===== config.mk =====
export PLATFORM = sky130hd
export DESIGN_NAME = flash_status_poller
export DESIGN_NICKNAME = d
export VERILOG_FILES = /design/src/rtl/fsp_pkg.sv /design/src/rtl/fsp_poll_counter.sv /design/src/rtl/fsp_byte_capture.sv /design/src/rtl/flash_status_poller.sv
export SDC_FILE = /design/constraint.sdc
export NUM_CORES = 1
export LEC_CHECK = 0
export ABC_AREA = 1
export BUFFER_PORTS_ARGS = -buffer_cell sky130_fd_sc_hd__buf_2
export CELL_PAD_IN_SITES_DETAIL_PLACEMENT = 1
export CELL_PAD_IN_SITES_GLOBAL_PLACEMENT = 1
export CORE_MARGIN = 5
export CORE_UTILIZATION = 40
export DETAILED_ROUTE_END_ITERATION = 7
export GPL_ROUTABILITY_DRIVEN = 0
export PLACE_DENSITY = 0.95
export SYNTH_ARGS = -nofsm -noshare
export SYNTH_HDL_FRONTEND = slang
export SYNTH_SLANG_ARGS = --single-unit
export TNS_END_PERCENT = 1

===== constraint.sdc =====
create_clock -name clk -period 3.3 [get_ports clk]
set_input_delay 0.165 -clock clk [delete_from_list [all_inputs] [get_ports clk]]
set_output_delay 0.165 -clock clk [all_outputs]
set_load 0.02 [all_outputs]

===== src/rtl/fsp_pkg.sv =====
package fsp_pkg;

    typedef enum logic [2:0] {
        ST_IDLE,
        ST_READ,
        ST_CHECK,
        ST_RECHECK,
        ST_CONFIRM,
        ST_DONE
    } poll_state_e;

    typedef enum logic {
        OP_PROGRAM = 1'b0,
        OP_ERASE   = 1'b1
    } op_mode_e;

    localparam int POLL_BIT = 7;
    localparam int ERR_BIT  = 5;

    typedef struct packed {
        logic pass;
        logic timeout;
    } verdict_t;

    function automatic logic want_b7(op_mode_e m, logic [7:0] d);
        return (m == OP_ERASE) ? 1'b1 : d[POLL_BIT];
    endfunction

    function automatic logic b7_agrees(logic [7:0] s, logic e);
        return s[POLL_BIT] == e;
    endfunction

endpackage


===== src/rtl/fsp_poll_counter.sv =====
module fsp_poll_counter #(
    parameter int CW = 16
) (
    input  logic          clk,
    input  logic          rst,
    input  logic          load_i,
    input  logic [CW-1:0] limit_i,
    input  logic          step_i,
    output logic          last_o
);
    logic [CW-1:0] cnt_q;
    logic [CW-1:0] lim_q;

    always_ff @(posedge clk) begin
        if (rst) begin
            cnt_q <= '0;
            lim_q <= CW'(1);
        end else if (load_i) begin
            cnt_q <= '0;
            lim_q <= (limit_i == '0) ? CW'(1) : limit_i;
        end else if (step_i) begin
            cnt_q <= cnt_q + CW'(1);
        end
    end

    assign last_o = (cnt_q == lim_q - CW'(1));
endmodule


===== src/rtl/fsp_byte_capture.sv =====
module fsp_byte_capture (
    input  logic       clk,
    input  logic       rst,
    input  logic       clear_i,
    input  logic       take_i,
    input  logic [7:0] data_i,
    output logic [7:0] data_o
);
    always_ff @(posedge clk) begin
        if (rst || clear_i) data_o <= '0;
        else if (take_i)    data_o <= data_i;
    end
endmodule


===== src/rtl/flash_status_poller.sv =====
module flash_status_poller
    import fsp_pkg::*;
#(
    parameter int AW = 20,
    parameter int CW = 16
) (
    input  logic          clk,
    input  logic          rst,
    input  logic          start_i,
    input  logic          mode_i,
    input  logic [AW-1:0] addr_i,
    input  logic [7:0]    data_i,
    input  logic [CW-1:0] max_polls_i,
    output logic          busy_o,
    output logic          rd_req_o,
    output logic [AW-1:0] rd_addr_o,
    input  logic          rd_ack_i,
    input  logic [7:0]    rd_data_i,
    output logic          done_o,
    output logic          pass_o,
    output logic          timeout_o,
    output logic [7:0]    result_o
);
    poll_state_e   state_q, state_d;
    logic [AW-1:0] addr_q;
    logic          exp_q;
    verdict_t      verdict_q, verdict_d;
    logic          accept, take, step, last;
    logic [7:0]    sample;

    assign accept = (state_q == ST_IDLE) && start_i;
    assign take   = rd_req_o && rd_ack_i;

    fsp_poll_counter #(.CW(CW)) u_cnt (
        .clk     (clk),
        .rst     (rst),
        .load_i  (accept),
        .limit_i (max_polls_i),
        .step_i  (step),
        .last_o  (last)
    );

    fsp_byte_capture u_cap (
        .clk     (clk),
        .rst     (rst),
        .clear_i (accept),
        .take_i  (take),
        .data_i  (rd_data_i),
        .data_o  (sample)
    );

    always_comb begin
        state_d   = state_q;
        verdict_d = verdict_q;
        step      = 1'b0;
        unique case (state_q)
            ST_IDLE: if (start_i) begin
                state_d   = ST_READ;
                verdict_d = '0;
            end
            ST_READ: if (rd_ack_i) state_d = ST_CHECK;
            ST_CHECK: begin
                if (b7_agrees(sample, exp_q)) begin
                    state_d = ST_CONFIRM;
                end else if (sample[ERR_BIT]) begin
                    state_d = ST_RECHECK;
                end else if (last) begin
                    state_d   = ST_DONE;
                    verdict_d = '{pass: 1'b0, timeout: 1'b1};
                end else begin
                    step    = 1'b1;
                    state_d = ST_READ;
                end
            end
            ST_RECHECK: if (rd_ack_i) begin
                if (b7_agrees(rd_data_i, exp_q)) begin
                    state_d = ST_CONFIRM;
                end else begin
                    state_d   = ST_DONE;
                    verdict_d = '{pass: 1'b0, timeout: 1'b0};
                end
            end
            ST_CONFIRM: if (rd_ack_i) begin
                state_d   = ST_DONE;
                verdict_d = '{pass: 1'b1, timeout: 1'b0};
            end
            ST_DONE: state_d = ST_IDLE;
            default: state_d = ST_IDLE;
        endcase
    end

    always_ff @(posedge clk) begin
        if (rst) begin
            state_q   <= ST_IDLE;
            verdict_q <= '0;
            addr_q    <= '0;
            exp_q     <= 1'b0;
        end else begin
            state_q   <= state_d;
            verdict_q <= verdict_d;
            if (accept) begin
                addr_q <= addr_i;
                exp_q  <= want_b7(op_mode_e'(mode_i), data_i);
            end
        end
    end

    assign busy_o    = (state_q != ST_IDLE);
    assign rd_req_o  = (state_q == ST_READ) || (state_q == ST_RECHECK) ||
                       (state_q == ST_CONFIRM);
    assign rd_addr_o = addr_q;
    assign done_o    = (state_q == ST_DONE);
    assign pass_o    = verdict_q.pass;
    assign timeout_o = verdict_q.timeout;
    assign result_o  = sample;
endmodule


======== Word-level counts from Yosys, hierarchy flattened ========
Index checks and enable logic that the tools add are counted.
word-level totals
  memory bits (writable) .................. 0
  memories kept ........................... 0
  register bits after elaboration ......... 66
  word-level logic and storage cells ...... 61
  bits in read-only memories .............. 0
  latch bits .............................. 0
operators by class
  magnitude comparators ................... 0
  div/mod/pow operators ................... 0
  bitwise logic cells ..................... 0
  equality and inequality tests ........... 16
  add/sub/neg operators ................... 2
  multipliers ............................. 0
  muxes and demuxes ....................... 23
  shift operators ......................... 0
  reduce and logical (&&, ||, !) cells .... 12
operator list
  kind                                                 count
  2-to-1 mux 3 bit                                     7
  adder 16 x 1 -> 16 bit, second input constant        1
  equality test 16 bit                                 1
  logical NOT 16 bit                                   1
  2-to-1 mux 16 bit                                    1
  inequality test 2 bit, second input constant         8
  subtractor 16 x 1 -> 16 bit, second input constant   1
  one-hot mux 3 bit (5 select lines)                   1
  2-to-1 mux 2 bit                                     7
  one-hot mux 2 bit (4 select lines)                   1
  AND reduction 8 bit                                  1
  equality test 3 x 2 -> 1 bit, second input constant  2
  equality test 3 bit, second input constant           2
  2-to-1 mux 1 bit                                     6
  AND reduction 4 bit                                  1
  nonzero test 4 bit                                   1
  equality test 3 x 1 -> 1 bit, second input constant  1
  logical NOT 3 bit                                    1
  logical OR 1 bit                                     3
  nonzero test 3 bit                                   1
  equality test 1 bit                                  2
  logical AND 1 bit                                    2
  OR reduction 2 bit                                   1

======== Longest topological paths before layout ========
Gate-level depths: netlist of run 1.
  depth after elaboration ................. 6
  mapped depth ............................ 17
  depth with buffers taken out ............ 17

======== By module ========
A second synthesis of run 1 with hierarchy kept.
unflattened totals
  cell total of the unflattened synthesis .. 542
  area, all modules ....................... 3,604.7 µm²
modules (own cells, without submodules)
  module               area an instance (µm²)  instances  seq. area each (µm²)  cells an instance
  fsp_poll_counter     1,978.1                 1          640.6                 304
  flash_status_poller  1,268.7                 1          520.5                 187
  fsp_byte_capture     357.8                   1          160.2                 51

======== Least setup slack after synthesis of run 1 ========
Ideal clock, no wire load.
  path type ............................... register -> register
  start ................................... reg u_cnt.lim_q[0]
  end ..................................... reg u_cnt.cnt_q[10]
  buffers on the path ..................... 1
  data arrival time ....................... 1,672 ps
  clock period less this slack ............ 1,808 ps
  cell stages (with the launch flop) ...... 17
  setup slack ............................. 1,492 ps
  cells stage by stage .................... dfxtp_1 -> inv_2 -> ha_1 -> inv_1 -> nand2_1 -> nand2_1 -> nor2_1 -> nand2_1 -> nor2_1 -> nand2_1 -> nor2_1 -> nand2_1 -> nor2_4 -> nand2_4 -> buf_4 -> nand3_1 -> a21oi_2
between the ends
  cells in the longest elaborated chain, start to end .. 6
ends and longest elaborated chain
  item                         RTL line                   RTL
  from (decl)                  fsp_poll_counter.sv:12     logic [CW-1:0] lim_q;
  from (signal assigned)       fsp_poll_counter.sv:20     lim_q <= (limit_i == '0) ? CW'(1) : limit_i;
  subtractor 16 x 1 -> 16 bit  fsp_poll_counter.sv:26     assign last_o = (cnt_q == lim_q - CW'(1));
  equality test 16 bit         fsp_poll_counter.sv:26
  2-to-1 mux 1 bit             flash_status_poller.sv:67  end else if (last) begin
  2-to-1 mux 1 bit             flash_status_poller.sv:65  end else if (sample[ERR_BIT]) begin
  2-to-1 mux 1 bit             flash_status_poller.sv:63  if (b7_agrees(sample, exp_q)) begin
  2-to-1 mux 1 bit             flash_status_poller.sv:56  unique case (state_q)
  to (signal assigned)         fsp_poll_counter.sv:22     cnt_q <= cnt_q + CW'(1);
  to (decl)                    fsp_poll_counter.sv:11     logic [CW-1:0] cnt_q;
No other way between the ends.
A chain may end at the register's enable or synchronous reset.

======== Worst setup path in the final report of run 1 ========
  start ................................... reg state_q[1]
  end ..................................... reg u_cnt.lim_q[6]
between the ends
  cells in the longest elaborated chain, start to end .. 2
ends and longest elaborated chain
  item                    RTL line                   RTL
  from (decl)             flash_status_poller.sv:24  poll_state_e state_q, state_d;
  from (signal assigned)  flash_status_poller.sv:99  state_q <= state_d;
  logical NOT 3 bit       flash_status_poller.sv:31  assign accept = (state_q == ST_IDLE) && start_i;
  logical AND 1 bit       flash_status_poller.sv:31
No other way between the ends.

==> results of run 1 <==
## Yosys cell counts, types with 6 or more instances
library cell	count	area, µm²
a21oi_1	17	85.1
inv_1	48	180
xnor2_1	10	87.6
buf_2	6	30.0
nand3_1	37	185
dfxtp_1	66	1320
nor2_1	47	176
nand2_2	12	75.1
inv_2	10	37.5
nand2_1	127	477
xor2_1	15	131
a21oi_2	10	87.6
a22o_1	20	175
o21ai_0	12	60.1
## where the power goes
group / internal, mW / leakage [nW] / switching [mW]
sequential: 0.926 / 0.538 / 0.112
combinational: 0.368 / 1.29 / 0.771
clock: 0.271 / 0.0927 / 0.334
total: 1.56 / 1.92 / 1.22
## kinds of logic (layout without fill, tap and decap cells)
| logic type | count (synthesis) | count (layout) |
|---|---|---|
| AND/OR/NAND/NOR | 254 | 254 |
| buffers and inverters | 72 | 159 |
| AO/OA/AOI/OAI | 69 | 69 |
| flip-flops | 66 | 66 |
| XOR/XNOR | 26 | 26 |
| adder cells (fa/ha/maj) | 2 | 2 |
## sequential cells by signal, indices dropped and copies added, names as in the netlist
| register | count |
|---|---|
| u_cnt.cnt_q | 16 |
| u_cnt.lim_q | 16 |
| state_q | 3 |
| timeout_o | 1 |
| rd_addr_o | 20 |
| u_cap.data_o | 8 |
| pass_o | 1 |
| exp_q | 1 |
## worst max-delay path, cell delays in order (launching register included)
cell	delay, ps
dfxtp_1	390
nor2_1	130
inv_1	80
nor2_1	90
inv_1	70
nor2_1	90
inv_1	70
nor2_2	770
inv_1	260
o21ai_0	270
## placed cells by master, fill, tap and decap left out, drive strengths merged
cell and count:
inv 58, a22oi 1, ha 2, and3 1
clkbuf 9, dfxtp 66, a21oi 27, buf 85
o211ai 1, o21ai 13, xnor2 10, nor2 54
clkinv 7, xor2 16, nand3b 5, nand4 6
or2 2, a41oi 1, a22o 20, nor4 4
nand3 37, o21bai 1, nand2 141, o22ai 4
nor3 4, a211oi 1
## metal layers
layer / up-vias / share of wire / track usage
met3: 14 / 0.049 / 0.0490
li1: 1749 / - / -
met5: - / 0 / 0
met4: 0 / 0.013 / 0.0574
met1: 1677 / 0.41 / 0.227
met2: 82 / 0.53 / 0.369
## stage by stage
| stage | std cells | power [mW] |
|---|---|---|
| after detailed placement | 668 | 2.18 |
| after CTS | 684 | 2.79 |
| final | 684 | 2.78 |
| after global routing | 684 | 2.98 |
| after floorplan | 489 | 1.85 |
| after global placement | 668 | 2.11 |
## final timing paths
kind	to	slack, ps
worst max-delay path	u_cnt.lim_q[6]	970
worst min-delay path	exp_q	30
worst max register to register	u_cnt.lim_q[6]	970
worst min register to register	u_cnt.lim_q[15]	460
## layout make-up
| type | instances | area, µm² |
|---|---|---|
| Clock buffer | 9 | 124 |
| Tap cell | 108 | 135 |
| Inverter | 58 | 218 |
| Fill cell | 1142 | 4450 |
| Multi-Input combinational cell | 351 | 1910 |
| Timing Repair Buffer | 85 | 433 |
| Sequential cell | 66 | 1320 |
| Clock inverter | 7 | 46.3 |
==> run_results.csv, run 1 <==
group,metric,value,unit
run_status,status,"completed",
critical_path,startpoint_type,"flip-flop",
synthesis,synth-simple-area-share,0.331,
timing,worst_slack,974,ps
synthesis,synth_mux_area_frac,0,
power_and_ir_drop,power_density,665,mW/mm²
critical_path,cp.required,3550,ps
clock_network,cts_htree_levels,3,
synthesis,synth_cell_types,41,
critical_path,rr_startpoint,"state_q[1]",
clock_network,cts_hold_buf,0,
clock_network,clk_latency,340,ps
clock_network,cts.sinks,66,
clock_network,cts_buffer_depth,2,
global_route,grt_pass1_vias,3833,
critical_path,crit_path_start,"state_q[1]",
synthesis,synthAdderAreaFrac,0.00710,
global_route,grt_pass1_wl,18100,µm
die,io_pins,90,
timing,finClkSkew,12.5,ps
synthesis,ys_seq_area_frac,0.375,
timing,period_share,0.705,
clock_network,postCtsResizedCells,0,
placement,io_buffer_count,82,
global_route,overflow,0,
hold_path,holdPathStages,3,
timing,final.setup.tns,0,ps
detailed_routing,drt_pre_antenna_iters,4,
critical_path,critPathCaptureType,"flip-flop",
clock_network,cts_root_buffer,"clkbuf_8",
synthesis,ys.flop_type,"dfxtp_1",
synthesis,synthArstFlopShare,0,
power_and_ir_drop,irDropWorstVdd,0.396,mV
synthesis,synth.net_count,548,
synthesis,syn-instance-count,489,
timing,finalMaxSlewViolations,0,
detailed_routing,wl,10700,µm
placement,post-dp-hpwl,8150,µm
final_layout,antennaDiodeCount,0,
final_layout,drive_gt1_frac,0.255,
global_route,grt_usage,0.200,
synthesis,synth_edf_count,0,
detailed_routing,ant_nets,0,
die,rows,34,
timing,setup_violations,0,
die,die_h,104,µm
die,core,0.00864,mm²
synthesis,syn_avg_cell_area,7.21,µm²
timing,min_period,2330,ps
timing,max_freq,430,MHz
critical_path,cp_data_arrival_time,2570,ps
detailed_routing,vias,3522,
detailed_routing,post_drt_via_cell_ratio,5.15,
placement,place_ws,994,ps
die,start_util,0.408,
critical_path,ff2ff_path_depth,9,
global_route,antenna_found_initial,0,
critical_path,crit_type,"reg -> reg",
synthesis,yosys_register_bits,66,
synthesis,synth_xor_area_frac,0.0668,
timing,slew_headroom,0.310,
timing,timing.hold.ws,33.2,ps
clock_network,cts_tree,"built",
synthesis,syn_area,0.00352,mm²
synthesis,synth_warnings,0,
hold_path,min_from,"data_i[7]",
placement,dpl_cell_area,0.00401,mm²
detailed_routing,drt_iter0_drc,149,
hold_path,hp-class,"in -> reg",
die,dieWidth,104,µm
die,dieArea,0.0108,mm²
critical_path,cp_max_fo,27,
timing,worst_slew_pin_slew,1030,ps
final_layout,fin_area,0.00418,mm²
timing,hold_viol_final,0,
final_layout,layout-area-overhead-vs-synth,18.7,%
power_and_ir_drop,leakagePower,1.92,nW
detailed_routing,drc,0,
synthesis,synth_top_family_by_area,"simple AND/OR/NAND/NOR gates",
global_route,grt_max_degree,35,
run,maxCapViolCount,0,
clock_network,cts-buffers-inserted,9,
timing,grt_setup_unrepaired,"no",
final_layout,finalNetCount,630,
final_layout,fin_util,0.484,
clock_network,cts_setup_buffers,0,
clock_network,clkSlewWorstSetupHoldPaths,80,ps
detailed_routing,avgRoutedWirePerCell,15.7,µm
synthesis,synth-compound-area-share,0.135,
Power figures use the tool's default switching activity.
==> run 2, diff against run 1 <==
Settings changed: CORE_UTILIZATION 40 to 34, PLACE_DENSITY 0.95 to 0.88.
Clock period 3.3 ns to 1.9 ns, I/O delays scaled along.
==> run 2 against run 1 <==
Effect of this change:
- the flow now finishes with violations (negative setup slack)
- sequential share of layout area fell by 4.8 points
- design area is 18% higher
- routed wire length grew 20%
- setup slack worse by 1000 ps
- first-iteration DRC count grew 1.3%
==> run_results.csv, run 2 (synthesis gave the netlist of run 1 again) <==
group,metric,value,unit
placement,place_inst,711,
final_layout,final_cells,771,
global_route,grt_usage,0.204,
power_and_ir_drop,share_comb_of_total_power,0.448,
global_route,grt_max_degree,34,
timing,grt_setup_unrepaired,"yes",
clock_network,cts_tree,"built",
power_and_ir_drop,intPower,2.96,mW
timing,setup_violations,18,
final_layout,layout-area-overhead-vs-synth,40.2,%
final_layout,largest_reg_flops,20,
power_and_ir_drop,seqPwrFrac,0.342,
timing,final.setup.tns,-601,ps
power_and_ir_drop,irDropWorstVdd,0.584,mV
timing,slew_headroom,0.650,
clock_network,cts_root_buffer,"clkbuf_8",
timing,max_freq,510,MHz
final_layout,drive_gt1_frac,0.296,
global_route,grt_pass1_wl,20500,µm
critical_path,rr_startpoint,"u_cnt.lim_q[7]",
power_and_ir_drop,p_clk_frac,0.210,
timing,finClkSkew,9.96,ps
timing,hold_viol_final,0,
detailed_routing,post_drt_via_cell_ratio,5.00,
placement,post-dp-hpwl,8210,µm
timing,worst_slack,-61.5,ps
timing,finalMaxSlewViolations,0,
timing,worst_slew_pin_slew,525,ps
detailed_routing,vias,3857,
detailed_routing,drc,0,
final_layout,final_cell_mix,"nand2_1, buf_2, dfxtp_1",
clock_network,cts_htree_levels,3,
placement,place_ws,-123,ps
die,die_h,112,µm
final_layout,antennaDiodeCount,0,
placement,io_buffer_count,82,
power_and_ir_drop,netSwitchingFraction,0.441,
detailed_routing,drt_iter0_drc,151,
hold_path,min_from,"rd_data_i[0]",
power_and_ir_drop,power_density,1070,mW/mm²
die,dieArea,0.0125,mm²
run_status,violations,"negative setup slack",
critical_path,critPathCaptureType,"flip-flop",
final_layout,finalNetCount,689,
clock_network,clkSlewWorstSetupHoldPaths,80,ps
critical_path,cp_max_fo,10,
die,rows,37,
critical_path,cp_data_arrival_time,2200,ps
run,maxCapViolCount,0,
clock_network,cts-buffers-inserted,9,
power_and_ir_drop,switchingPower,2.34,mW
critical_path,startpoint_type,"flip-flop",
clock_network,cts.sinks,66,
die,dieWidth,112,µm
critical_path,cp.required,2140,ps
detailed_routing,avgRoutedWirePerCell,16.7,µm
critical_path,crit_path_start,"u_cnt.lim_q[7]",
critical_path,crit_type,"reg -> reg",
detailed_routing,wl,12900,µm
global_route,grt_pass1_vias,4193,
timing,period_share,1.03,
timing,min_period,1960,ps
clock_network,clk_latency,360,ps
die,start_util,0.344,
power_and_ir_drop,leakagePower,2.18,nW
final_layout,final_common_cell,"nand2_1",
detailed_routing,ant_nets,0,
die,core,0.0102,mm²
clock_network,cts_buffer_depth,2,
detailed_routing,drt_pre_antenna_iters,4,
global_route,overflow,0,
critical_path,rrSetupSlack,-60,ps
run_status,status,"complete, but fails checks",
hold_path,hp-class,"in -> reg",
global_route,antenna_found_initial,0,
die,io_pins,90,
[run 2: power by group through the flow]
| stage | Clock (mW) | Sequential, mW | Combinational [mW] |
|---|---|---|---|
| floorplan | 0 | 1.93 | 1.28 |
| global placement | 0 | 1.80 | 1.95 |
| detailed placement | 0 | 1.82 | 2.06 |
| CTS | 1.13 | 1.80 | 2.19 |
| global route | 1.19 | 1.85 | 2.59 |
| finish | 1.12 | 1.82 | 2.37 |
[run 2: layout make-up]
| type | instances | area, µm² |
|---|---|---|
| Inverter | 58 | 220 |
| Sequential cell | 66 | 1330 |
| Timing Repair Buffer | 142 | 1010 |
| Clock inverter | 6 | 42.5 |
| Tap cell | 136 | 170 |
| Clock buffer | 10 | 138 |
| Multi-Input combinational cell | 353 | 2040 |
| Fill cell | 1274 | 5290 |
[run 2: worst paths after layout]
path | endpoint | depth (start not counted)
max | u_cnt.cnt_q[7] | 13
min | u_cap.data_o[0] | 3
max reg2reg | u_cnt.cnt_q[7] | 13
min reg2reg | u_cap.data_o[2] | 2
[run 2: worst max-delay path: stages, from the launching register on]
cell,delay (ps)
dfxtp_1,370
nor2_2,190
nand2_1,90
nor2_1,190
nand2_1,90
nand2_1,70
nand2_1,60
nor2_1,110
nand2_1,90
nor2_4,170
nand2_8,120
buf_8,170
nand3_1,90
a21oi_2,60
[run 2: repair_timing]
| item | CTS | global route |
|---|---|---|
| hold endpoints to repair | 44 | 0 |
| resized for setup | 12 | 21 |
| cloned | 1 | 1 |
| setup buffers | 0 | 0 |
| hold buffers | 42 | 0 |
| setup endpoints to repair | 19 | 57 |
| pin swaps | 4 | 6 |
[run 2: metrics by stage]
| step | instance area (µm²) | total power [mW] | hold slack [ps] | utilization |
|---|---|---|---|---|
| finish | 4940 | 5.31 | 17.8 | 0.483 |
| global route | 4940 | 5.63 | 17.5 | 0.483 |
| CTS | 4840 | 5.12 | 1.26 | 0.473 |
| detailed placement | 4190 | 3.88 | 317 | 0.409 |
| global placement | 4190 | 3.76 | 306 | 0.409 |
| floorplan | 3520 | 3.21 | 164 | - |
[run 2: per-layer routing]
metal / wire, µm / vias to the layer above / track usage
met3: 605 / 22 / 0.0467
met2: 6990 / 96 / 0.393
met1: 5030 / 1877 / 0.209
met5: 0 / - / 0
met4: 263 / 0 / 0.0835
li1: - / 1862 / -
==> run 3, diff against run 2 <==
Settings changed: CORE_UTILIZATION 34 to 33, PLACE_DENSITY 0.88 to 0.87, SYNTH_HIERARCHICAL set to 1.
==> run 3 against run 2 <==
Effect of this change:
- the run still ends with negative setup slack left
- global-route usage grew 0.28 points
- largest cell class unchanged
- critical endpoint is now u_cnt/cnt_q[13]
- register-to-register slack got worse by 490 ps
- non-clock buffer count increased by 39
- highest routed layer unchanged
- combinational power about the same
==> run_results.csv, run 3 <==
group,metric,value,unit
global_route,overflow,0,
synthesis,synth_common_cells,"nand2_1, inv_1, dfxtp_1",
critical_path,cp.required,2150,ps
clock_network,cts_htree_levels,3,
placement,post-dp-hpwl,9470,µm
synthesis,syn_avg_cell_area,6.65,µm²
detailed_routing,drt_iter0_drc,149,
run_status,violations,"negative setup slack",
synthesis,ys.flop_type,"dfxtp_1",
critical_path,cp_common_cell,"nor2_4",
detailed_routing,post_drt_via_cell_ratio,4.79,
global_route,grt_pass1_vias,4578,
synthesis,synth_warnings,6,
critical_path,crit_family,"simple AND/OR/NAND/NOR gates",
detailed_routing,avgRoutedWirePerCell,15.5,µm
power_and_ir_drop,leakagePower,2.55,nW
timing,grt_setup_unrepaired,"yes",
die,die_h,115,µm
final_layout,drive_gt1_frac,0.327,
synthesis,synth_top_area_frac,0.367,
final_layout,final_cell_mix,"nand2_1, buf_2, inv_1",
final_layout,antennaDiodeCount,0,
final_layout,fin_area,0.00527,mm²
die,dieWidth,115,µm
synthesis,synth_edf_count,0,
timing,hold_viol_final,0,
synthesis,ys_seq_area_frac,0.367,
global_route,grt_usage,0.206,
power_and_ir_drop,irDropWorstVdd,0.552,mV
critical_path,cp_slowest_cell,"dfxtp_2",
placement,dpl_cell_area,0.00458,mm²
synthesis,syn_area,0.00360,mm²
timing,worst_slack,-551,ps
die,io_pins,90,
die,start_util,0.334,
die,core,0.0108,mm²
final_layout,largest_reg_flops,20,
synthesis,synthArstFlopShare,0,
detailed_routing,drc,0,
clock_network,cts_tree,"built",
timing,setup_violations,19,
global_route,grt_pass1_wl,21600,µm
timing,max_freq,408,MHz
run,maxCapViolCount,0,
final_layout,layout-area-overhead-vs-synth,46.3,%
synthesis,syn-instance-count,542,
detailed_routing,ant_nets,0,
placement,io_buffer_count,82,
synthesis,synth.net_count,601,
clock_network,cts-buffers-inserted,9,
timing,min_period,2450,ps
timing,finalMaxSlewViolations,0,
critical_path,cp_max_fo,5,
detailed_routing,drt_pre_antenna_iters,4,
power_and_ir_drop,power_density,1030,mW/mm²
timing,slew_headroom,0.645,
clock_network,clk_latency,360,ps
global_route,antenna_found_initial,0,
synthesis,yosys_register_bits,66,
run_status,status,"complete, but fails checks",
clock_network,clkSlewWorstSetupHoldPaths,70,ps
clock_network,cts.sinks,66,
timing,worst_slew_pin_slew,527,ps
critical_path,critPathCaptureType,"flip-flop",
die,dieArea,0.0131,mm²
synthesis,synth_area_leader_cell,"dfxtp_1",
detailed_routing,vias,4143,
critical_path,cp_slowest_stage_delay,330,ps
synthesis,yosysMostFrequentCell,"nand2_1",
critical_path,worst-path-buf-inv,2,
clock_network,cts_buffer_depth,2,
detailed_routing,wl,13400,µm
final_layout,final_common_cell,"nand2_1",
synthesis,synth_area_leaders,"dfxtp_1, nand2_1, inv_1",
placement,place_ws,-619,ps
final_layout,finalNetCount,780,
clock_network,cts_root_buffer,"clkbuf_8",
final_layout,fin_util,0.489,
synthesis,synth_cell_types,36,
critical_path,startpoint_type,"flip-flop",
critical_path,crit_chain,"inv_2 -> buf_4 -> nand2_2 -> nor2_4 -> nand2_1 -> nand2_1 -> nand2_1 -> nand2_1 -> nor2_1 -> nand3_2 -> nor2_4 -> nor3_4 -> nand2_2 -> nor2_4 -> nand2_4 -> nor2_4 -> nand3_4 -> nor2_4 -> xor2_1 -> nor2_1",
timing,period_share,1.29,
critical_path,crit_type,"reg -> reg",
timing,finClkSkew,8.19,ps
critical_path,cp_data_arrival_time,2700,ps
global_route,grt_max_degree,26,
hold_path,hp-class,"in -> reg",
die,rows,38,
[run 3: cells by family (layout without fill, tap and decap cells)]
logic type / after synthesis / count (layout) / share of synthesized area
and+or+nand+nor: 303 / 303 / 0.384
buffers and inverters: 93 / 276 / 0.110
DFF: 66 / 66 / 0.367
AOI/OAI and AO/OA: 64 / 64 / 0.0948
xor gates and xnor gates: 14 / 14 / 0.0378
adders and majority gates: 2 / 2 / 0.00694
[run 3: routing by layer]
layer | up-vias | track usage | share of wire
met5 | - | 0 | 0
met1 | 1961 | 0.228 | 0.41
li1 | 2044 | - | -
met2 | 103 | 0.369 | 0.51
met3 | 35 | 0.0613 | 0.047
met4 | 0 | 0.0816 | 0.032
[run 3: layout make-up]
cell class	instances	area, µm²
clock inverter	5	80.1
sequential	66	1330
tap	140	175
multi-input combinational	383	2030
fill	1427	5520
clock buffer	10	128
timing repair buffer	181	1230
inverter	80	305
[run 3: worst reg2reg max path: stages (launching register included)]
cell and delay (ps):
dfxtp_2 330, inv_2 70, buf_4 140, nand2_2 100
nor2_4 100, nand2_1 90, nand2_1 90, nand2_1 60
nand2_1 70, nor2_1 60, nand3_2 100, nor2_4 60
nor3_4 190, nand2_2 140, nor2_4 140, nand2_4 70
nor2_4 110, nand3_4 120, nor2_4 110, xor2_1 150
nor2_1 50
[run 3: what timing repair did]
action	in CTS	in global routing
pin swaps	16	10
resized for setup	31	15
hold buffers	29	0
setup endpoints to repair	19	20
hold endpoints to repair	29	0
setup buffers	7	1
[run 3: metrics by stage]
step           TNS [ps]  hold WS [ps]  cells  total power [mW]
6_report          -7320          23.9    865              5.43
3_3_place_gp      -4590           342    813              3.81
4_1_cts           -7090          1.52    864              5.40
2_1_floorplan     -2270           164    542              3.17
3_5_place_dp      -7990           356    813              3.93
5_1_grt          -10890          12.2    865              5.82
[run 3: final timing paths]
kind | start | endpoint | slack [ps] | depth (start not counted)
setup / recovery | u_cnt/lim_q[0] | u_cnt/cnt_q[13] | -550 | 20
hold / removal | max_polls_i[9] | u_cnt/lim_q[9] | 20 | 3
setup reg to reg | u_cnt/lim_q[0] | u_cnt/cnt_q[13] | -550 | 20
hold reg to reg | timeout_o | timeout_o | 450 | 2
[run 3: power breakdown]
group	leakage [nW]	switching, mW	total (mW)	internal, mW
combinational	1.91	1.48	2.37	0.893
clock	0.0984	0.582	1.31	0.730
sequential	0.540	0.156	1.75	1.59
